<file path="config.mk">
export PLATFORM = sky130hd
export DESIGN_NAME = short_guard
export DESIGN_NICKNAME = d
export VERILOG_FILES = /design/src/rtl/sg_pkg.sv /design/src/rtl/sg_sync.sv /design/src/rtl/sg_filter.sv /design/src/rtl/sg_timer.sv /design/src/rtl/sg_retry_fsm.sv /design/src/rtl/short_guard.sv
export SDC_FILE = /design/constraint.sdc
export NUM_CORES = 1
export LEC_CHECK = 0
export BUFFER_PORTS_ARGS = -buffer_cell sky130_fd_sc_hd__buf_2
export CORE_UTILIZATION = 37
export DETAILED_ROUTE_END_ITERATION = 12
export RECOVER_POWER = 25
export SKIP_LAST_GASP = 1
export SYNTH_ARGS = -nofsm -noshare
export SYNTH_HDL_FRONTEND = slang
export SYNTH_SLANG_ARGS = --single-unit
export TNS_END_PERCENT = 1
</file>
<file path="constraint.sdc">
create_clock -name clk -period 2.01 [get_ports clk]
set_clock_uncertainty 0.1 [all_clocks]
set_input_delay 0.402 -clock clk [delete_from_list [all_inputs] [get_ports clk]]
set_output_delay 0.402 -clock clk [all_outputs]
set_load 0.01 [all_outputs]
</file>
<file path="src/rtl/sg_pkg.sv">
package sg_pkg;

   typedef enum logic [1:0] {
      SG_NORMAL   = 2'd0,
      SG_OFF_WAIT = 2'd1,
      SG_RETRY    = 2'd2,
      SG_LATCHED  = 2'd3
   } sg_state_t;

   function automatic logic sg_kills(input sg_state_t s);
      return (s == SG_OFF_WAIT) || (s == SG_LATCHED);
   endfunction

   function automatic int sg_max(input int a, input int b);
      return (a > b) ? a : b;
   endfunction

endpackage

</file>
<file path="src/rtl/sg_sync.sv">
module sg_sync #(
   parameter int STAGES = 2
) (
   input  logic clk,
   input  logic rst_n,
   input  logic din,
   output logic dout
);
   initial begin
      assert (STAGES >= 2) else $error("sg_sync: STAGES must be at least 2");
   end

   logic [STAGES-1:0] stage_q;

   for (genvar g = 0; g < STAGES; g++) begin : g_stage
      if (g == 0) begin : g_first
         always_ff @(posedge clk or negedge rst_n) begin
            if (!rst_n) stage_q[0] <= 1'b0;
            else        stage_q[0] <= din;
         end
      end else begin : g_next
         always_ff @(posedge clk or negedge rst_n) begin
            if (!rst_n) stage_q[g] <= 1'b0;
            else        stage_q[g] <= stage_q[g-1];
         end
      end
   end

   assign dout = stage_q[STAGES-1];
endmodule

</file>
<file path="src/rtl/sg_filter.sv">
module sg_filter #(
   parameter int LEN = 4
) (
   input  logic clk,
   input  logic rst_n,
   input  logic clr,
   input  logic din,
   output logic det
);
   initial begin
      assert (LEN >= 1) else $error("sg_filter: LEN must be at least 1");
   end

   if (LEN == 1) begin : g_single
      logic hit_q;
      always_ff @(posedge clk or negedge rst_n) begin
         if (!rst_n)   hit_q <= 1'b0;
         else if (clr) hit_q <= 1'b0;
         else          hit_q <= din;
      end
      assign det = hit_q;
   end else begin : g_count
      localparam int CW = $clog2(LEN + 1);
      localparam logic [CW-1:0] TOP = CW'(LEN);
      logic [CW-1:0] run_q;
      always_ff @(posedge clk or negedge rst_n) begin
         if (!rst_n)          run_q <= '0;
         else if (clr || !din) run_q <= '0;
         else if (run_q != TOP) run_q <= run_q + 1'b1;
      end
      assign det = (run_q == TOP);
   end

   // a qualified detection needs the input high on the previous edge
   p_det_needs_input_r1: assert property (@(posedge clk) disable iff (!rst_n)
      det |-> $past(din));

   // a clear leaves no detection behind
   p_clear_empties_r7: assert property (@(posedge clk) disable iff (!rst_n)
      clr |=> !det);
endmodule

</file>
<file path="src/rtl/sg_timer.sv">
module sg_timer #(
   parameter int W = 8
) (
   input  logic         clk,
   input  logic         rst_n,
   input  logic         load,
   input  logic [W-1:0] load_val,
   input  logic         dec,
   output logic         zero
);
   logic [W-1:0] cnt_q;

   always_ff @(posedge clk or negedge rst_n) begin
      if (!rst_n)                  cnt_q <= '0;
      else if (load)               cnt_q <= load_val;
      else if (dec && cnt_q != '0) cnt_q <= cnt_q - 1'b1;
   end

   assign zero = (cnt_q == '0);

   p_dec_steps_r3: assert property (@(posedge clk) disable iff (!rst_n)
      (dec && !load && !zero) |=> (cnt_q == $past(cnt_q) - 1'b1));
endmodule

</file>
<file path="src/rtl/sg_retry_fsm.sv">
module sg_retry_fsm
   import sg_pkg::*;
#(
   parameter int OFF_CYCLES = 32000,
   parameter int WIN_CYCLES = 64
) (
   input  logic      clk,
   input  logic      rst_n,
   input  logic      chip_en,
   input  logic      fault,
   output sg_state_t state
);
   localparam int TW = $clog2(sg_max(OFF_CYCLES, WIN_CYCLES) + 1);
   localparam logic [TW-1:0] OFF_LOAD = TW'(OFF_CYCLES - 1);
   localparam logic [TW-1:0] WIN_LOAD = TW'(WIN_CYCLES - 1);

   initial begin
      assert (OFF_CYCLES >= 2) else $error("sg_retry_fsm: OFF_CYCLES too small");
      assert (WIN_CYCLES >= 2) else $error("sg_retry_fsm: WIN_CYCLES too small");
   end

   sg_state_t     state_q, state_d;
   logic          t_load, t_dec, t_zero;
   logic [TW-1:0] t_val;

   sg_timer #(.W(TW)) i_timer (
      .clk      (clk),
      .rst_n    (rst_n),
      .load     (t_load),
      .load_val (t_val),
      .dec      (t_dec),
      .zero     (t_zero)
   );

   always_comb begin
      state_d = state_q;
      t_load  = 1'b0;
      t_val   = OFF_LOAD;
      t_dec   = 1'b0;
      if (!chip_en) begin
         state_d = SG_NORMAL;
      end else begin
         unique case (state_q)
            SG_NORMAL: begin
               if (fault) begin
                  state_d = SG_OFF_WAIT;
                  t_load  = 1'b1;
                  t_val   = OFF_LOAD;
               end
            end
            SG_OFF_WAIT: begin
               if (t_zero) begin
                  state_d = SG_RETRY;
                  t_load  = 1'b1;
                  t_val   = WIN_LOAD;
               end else begin
                  t_dec = 1'b1;
               end
            end
            SG_RETRY: begin
               if (fault)       state_d = SG_LATCHED;
               else if (t_zero) state_d = SG_NORMAL;
               else             t_dec   = 1'b1;
            end
            SG_LATCHED: state_d = SG_LATCHED;
            default:    state_d = SG_NORMAL;
         endcase
      end
   end

   always_ff @(posedge clk or negedge rst_n) begin
      if (!rst_n) state_q <= SG_NORMAL;
      else        state_q <= state_d;
   end

   assign state = state_q;

   p_fault_kills_r2: assert property (@(posedge clk) disable iff (!rst_n)
      (state_q == SG_NORMAL && fault && chip_en) |=> (state_q == SG_OFF_WAIT));

   p_off_holds_r3: assert property (@(posedge clk) disable iff (!rst_n)
      (state_q == SG_OFF_WAIT && !t_zero && chip_en) |=> (state_q == SG_OFF_WAIT));

   p_retry_after_off_r4: assert property (@(posedge clk) disable iff (!rst_n)
      (state_q == SG_RETRY) |-> ($past(state_q) == SG_OFF_WAIT || $past(state_q) == SG_RETRY));

   p_latch_from_retry_r5: assert property (@(posedge clk) disable iff (!rst_n)
      (state_q == SG_LATCHED) |-> ($past(state_q) == SG_RETRY || $past(state_q) == SG_LATCHED));

   p_latch_holds_r6: assert property (@(posedge clk) disable iff (!rst_n)
      (state_q == SG_LATCHED && chip_en) |=> (state_q == SG_LATCHED));

   p_enable_clears_r7: assert property (@(posedge clk) disable iff (!rst_n)
      !chip_en |=> (state_q == SG_NORMAL));
endmodule

</file>
<file path="src/rtl/short_guard.sv">
module short_guard
   import sg_pkg::*;
#(
   parameter int SYNC_STAGES = 2,
   parameter int FILT_LEN    = 4,
   parameter int OFF_CYCLES  = 32000,
   parameter int WIN_CYCLES  = 64
) (
   input  logic clk,
   input  logic rst_n,
   input  logic chip_en,
   input  logic short_raw,
   output logic out_kill,
   output logic fault_latched
);
   initial begin
      assert (WIN_CYCLES >= FILT_LEN + 1)
         else $error("short_guard: retry window shorter than filter run");
   end

   logic      short_s, fault_det, filt_clr;
   sg_state_t st;

   sg_sync #(.STAGES(SYNC_STAGES)) i_sync (
      .clk   (clk),
      .rst_n (rst_n),
      .din   (short_raw),
      .dout  (short_s)
   );

   assign filt_clr = !chip_en || sg_kills(st);

   sg_filter #(.LEN(FILT_LEN)) i_filter (
      .clk   (clk),
      .rst_n (rst_n),
      .clr   (filt_clr),
      .din   (short_s),
      .det   (fault_det)
   );

   sg_retry_fsm #(.OFF_CYCLES(OFF_CYCLES), .WIN_CYCLES(WIN_CYCLES)) i_fsm (
      .clk     (clk),
      .rst_n   (rst_n),
      .chip_en (chip_en),
      .fault   (fault_det),
      .state   (st)
   );

   assign out_kill      = sg_kills(st);
   assign fault_latched = (st == SG_LATCHED);

   p_latched_kills_r6: assert property (@(posedge clk) disable iff (!rst_n)
      fault_latched |-> out_kill);

   p_enable_outputs_r7: assert property (@(posedge clk) disable iff (!rst_n)
      !chip_en |=> (!out_kill && !fault_latched));
endmodule

</file>
==> results.toml <==
[clock_tree]
worst_skew_pair.late_latency_ns = 0.31
cts_sinks = 22
cts_tree = "done"
path_clk_slew_ns = 0.13
tritoncts.num_buffers = 3
cts_max_path_buffers = 2
root_buffer = "clkbuf_4"
cts-htree-levels = 1

[layout]
utilization_pct = 49.7
layout_cells_excl_fill = 221
antennaDiodeCount = 0
syn_to_final_growth_pct = 26.4
nets = 188
share_of_post_route_cells_with_drive_strength_above_1_pct = 29.1

[synthesis]
largest_cells_by_area_after_synthesis = "dfrtp_1, xnor2_1, ha_1"
postSynthRegisterBits = 22
warnings_from_yosys = 0
synth_nets = 149
post_synthesis_mean_instance_area_um2 = 9.73
synthDominantAreaCellType = "dfrtp_1"
synth.yosys.seq_area_share_pct = 41.3
netlist-cell-type-count = 35
post_synth_inst_count = 137
yosys.area.top_type_share_pct = 41.3
post_synth_instance_area_um2 = 1330

[floorplan]
design.core.area_um2 = 3390
top_level_ports = 6
starting_utilization_of_the_core_area_pct = 39.3
die-width_um = 62.0
placement_rows = 21
die_height_um = 62.0
die-area_um2 = 3850

[power]
worst_voltage_drop_across_the_vdd_grid_mv = 0.473
powerDensity_nw_per_um2 = 1050
static_leakage_nw = 0.794
netSwitchingPower_mw = 0.678
power.internal_mw = 1.09
power.share.sequential_pct = 32.5
power_frac_clock_pct = 13.9
total_power_mw = 1.77
p_comb_share_pct = 53.6
swShare_pct = 38.3

[timing]
setup_total_negative_slack_ns = -1.59
setup_viol = 18
achievable-frequency_mhz = 468
total_count_of_hold_check_failures_in_the_final_report = 0
final_critical_period_ns = 2.14
layout_worst_path_cycle_share_pct = 106
slew-limit-headroom_pct = 62.0
max_slew.worst_pin.slew_ns = 0.570
final_critical_path_setup_slack_ns = -0.127
slew_viol_final = 0
setup_repair_after_global_routing_missed_its_margin = "yes"

[worst_setup_path]
nature_of_the_critical_path_startpoint = "flip-flop"
worst_ep_required_time_ns = 2.14
path_class = "reg2reg"
critPathArrivalTime_ns = 2.27
cp_max_fo = 11
cp-end-kind = "flip-flop"

[global_route]
via_count_of_the_first_global_routing_pass = 1112
grt_pass1_wl_um = 5110
grt_use_total_pct = 18.2
maximum_number_of_pins_on_one_net_before_global_route_repair = 23
grt_overflow_total = 0
grt_antenna_before_repair = 0

[worst_hold_path]
hold_class = "in2reg"

[drt]
drt.antenna.violating_nets = 0
vias_per_cell = 5.00
dr_total_vias = 1106
drt_drc_violations_left = 0
drt-wirelength-per-cell_um = 13.6
routed_wirelength_um = 3000
drt_iter0_drc = 21
detail_route.first_pass.iterations = 4

[outcome]
status = "finished, violations left"
violations = "setup timing"

[placed_design]
place.detailed.hpwl_um = 2280
buffer_ports.inserted = 5
final_wtd_congestion = 0.853
placed_cells_incl_taps = 215

[job]
max_cap_violations = 0
-- layout by cell type, fill, tap and decap left out, types with 2 or more instances in the layout --
master and n:
nor4_1 5, or3_1 2, nor2_2 2, buf_4 29, inv_1 7, o21ai_0 2
o21ai_1 2, nor3_1 10, clkbuf_4 3, buf_2 4, nor2_1 12, nand3_1 5
o211ai_1 4, ha_1 8, a21oi_1 5, xnor2_1 14, nor4_4 2, nand2_1 15
dfrtp_1 22
-- metrics by stage --
step	hold WS, ns	worst slack [ns]	instance area [µm²]
floorplan	0.00641	-0.0582	1340
global placement	0.244	-0.165	1620
detailed placement	0.248	-0.132	1620
CTS	0.0814	-0.139	1680
global route	0.0767	-0.290	1680
finish	0.0972	-0.127	1680
-- kinds of logic after synthesis --
kind of cell / count (synthesis) / synth area share, %
AO/OA/AOI/OAI: 18 / 9.11
buffers and inverters: 9 / 3.10
flip-flops: 22 / 41.3
AND/OR/NAND/NOR: 66 / 29.8
XOR/XNOR: 14 / 9.20
adder cells (fa/ha/maj): 8 / 7.51
-- repair_timing --
action,CTS,global route
hold endpoints to repair,22,0
hold buffers,1,0
setup endpoints to repair,18,18
setup buffers,1,0
pin swaps,0,0
resized for setup,3,0
-- synth_stat cells --
| cell type | instances |
|---|---|
| nor4_4 | 2 |
| clkbuf_1 | 1 |
| o31ai_1 | 1 |
| inv_1 | 7 |
| nand4_1 | 1 |
| or2_4 | 1 |
| a41o_1 | 1 |
| nor4bb_1 | 1 |
| a31o_2 | 1 |
| nor3b_1 | 1 |
| o21ai_1 | 1 |
| and2_1 | 1 |
| nand3_1 | 5 |
| nor2_1 | 13 |
| nor2_2 | 1 |
| or4b_4 | 1 |
| buf_6 | 1 |
| or4_4 | 1 |
| or3_1 | 2 |
| o211ai_1 | 4 |
| nand2_1 | 15 |
| or2_2 | 1 |
| nand4bb_1 | 1 |
| a21boi_0 | 1 |
| xnor2_1 | 14 |
| ha_1 | 8 |
| and3_1 | 1 |
| a21oi_1 | 5 |
| nor3_1 | 10 |
| dfrtp_1 | 22 |
| nor4_1 | 6 |
| nand2b_1 | 1 |
| o31ai_2 | 1 |
| nor4b_4 | 1 |
| o21ai_0 | 3 |
-- area by class of cell --
type                    instances  area, µm²
fillers                       324       1710
repair buffers                 36        264
inverters                       7       26.3
well taps                      46       57.6
multi-input cells             106        749
flip-flops and latches         22        551
clock buffers                   4       36.3
-- power groups by stage --
stage	logic [mW]	registers [mW]	clock network, mW
finish	0.949	0.576	0.247
CTS	0.953	0.577	0.265
global placement	0.897	0.581	0
detailed placement	0.925	0.585	0
global route	1.05	0.585	0.275
floorplan	0.558	0.601	0
-- per-layer routing --
metal | vias up | global-route usage (%) | share of wire, %
li1 | 560 | - | -
met3 | 0 | 1.86 | 1.5
met4 | 0 | 6.67 | 0
met5 | - | 0 | 0
met1 | 538 | 25.9 | 49
met2 | 8 | 28.4 | 49
-- state kept, by name (all words and copies together) (netlist names) --
register	flops
i_filter.g_count.run_q	3
i_fsm.i_timer.cnt_q	15
i_fsm.state	2
i_sync.dout	1
i_sync.stage_q	1
-- worst max-delay path, stage by stage, from the launching register on --
cell     delay, ns
dfrtp_1       0.40
inv_1         0.08
ha_1          0.15
or4b_4        0.49
nor4b_4       0.30
buf_6         0.20
nor3_1        0.07
xnor2_1       0.14
nor3_1        0.13
-- worst paths after layout --
kind | from | to | slack, ns | cells past startpoint
max | i_fsm.i_timer.cnt_q[1]$_DFFE_PN0P_ | i_fsm.i_timer.cnt_q[9]$_DFFE_PN0P_ | -0.13 | 8
min | short_raw | i_sync.stage_q[0]$_DFF_PN0_ | 0.1 | 1
max reg2reg | i_fsm.i_timer.cnt_q[1]$_DFFE_PN0P_ | i_fsm.i_timer.cnt_q[9]$_DFFE_PN0P_ | -0.13 | 8
min reg2reg | i_sync.stage_q[0]$_DFF_PN0_ | i_sync.dout$_DFF_PN0_ | 0.27 | 0
max in group asynchronous | rst_n | i_fsm.i_timer.cnt_q[5]$_DFFE_PN0P_ | 0.93 | 2
min in group asynchronous | rst_n | i_fsm.i_timer.cnt_q[4]$_DFFE_PN0P_ | 0.51 | 2
Power figures use the tool's default switching activity.
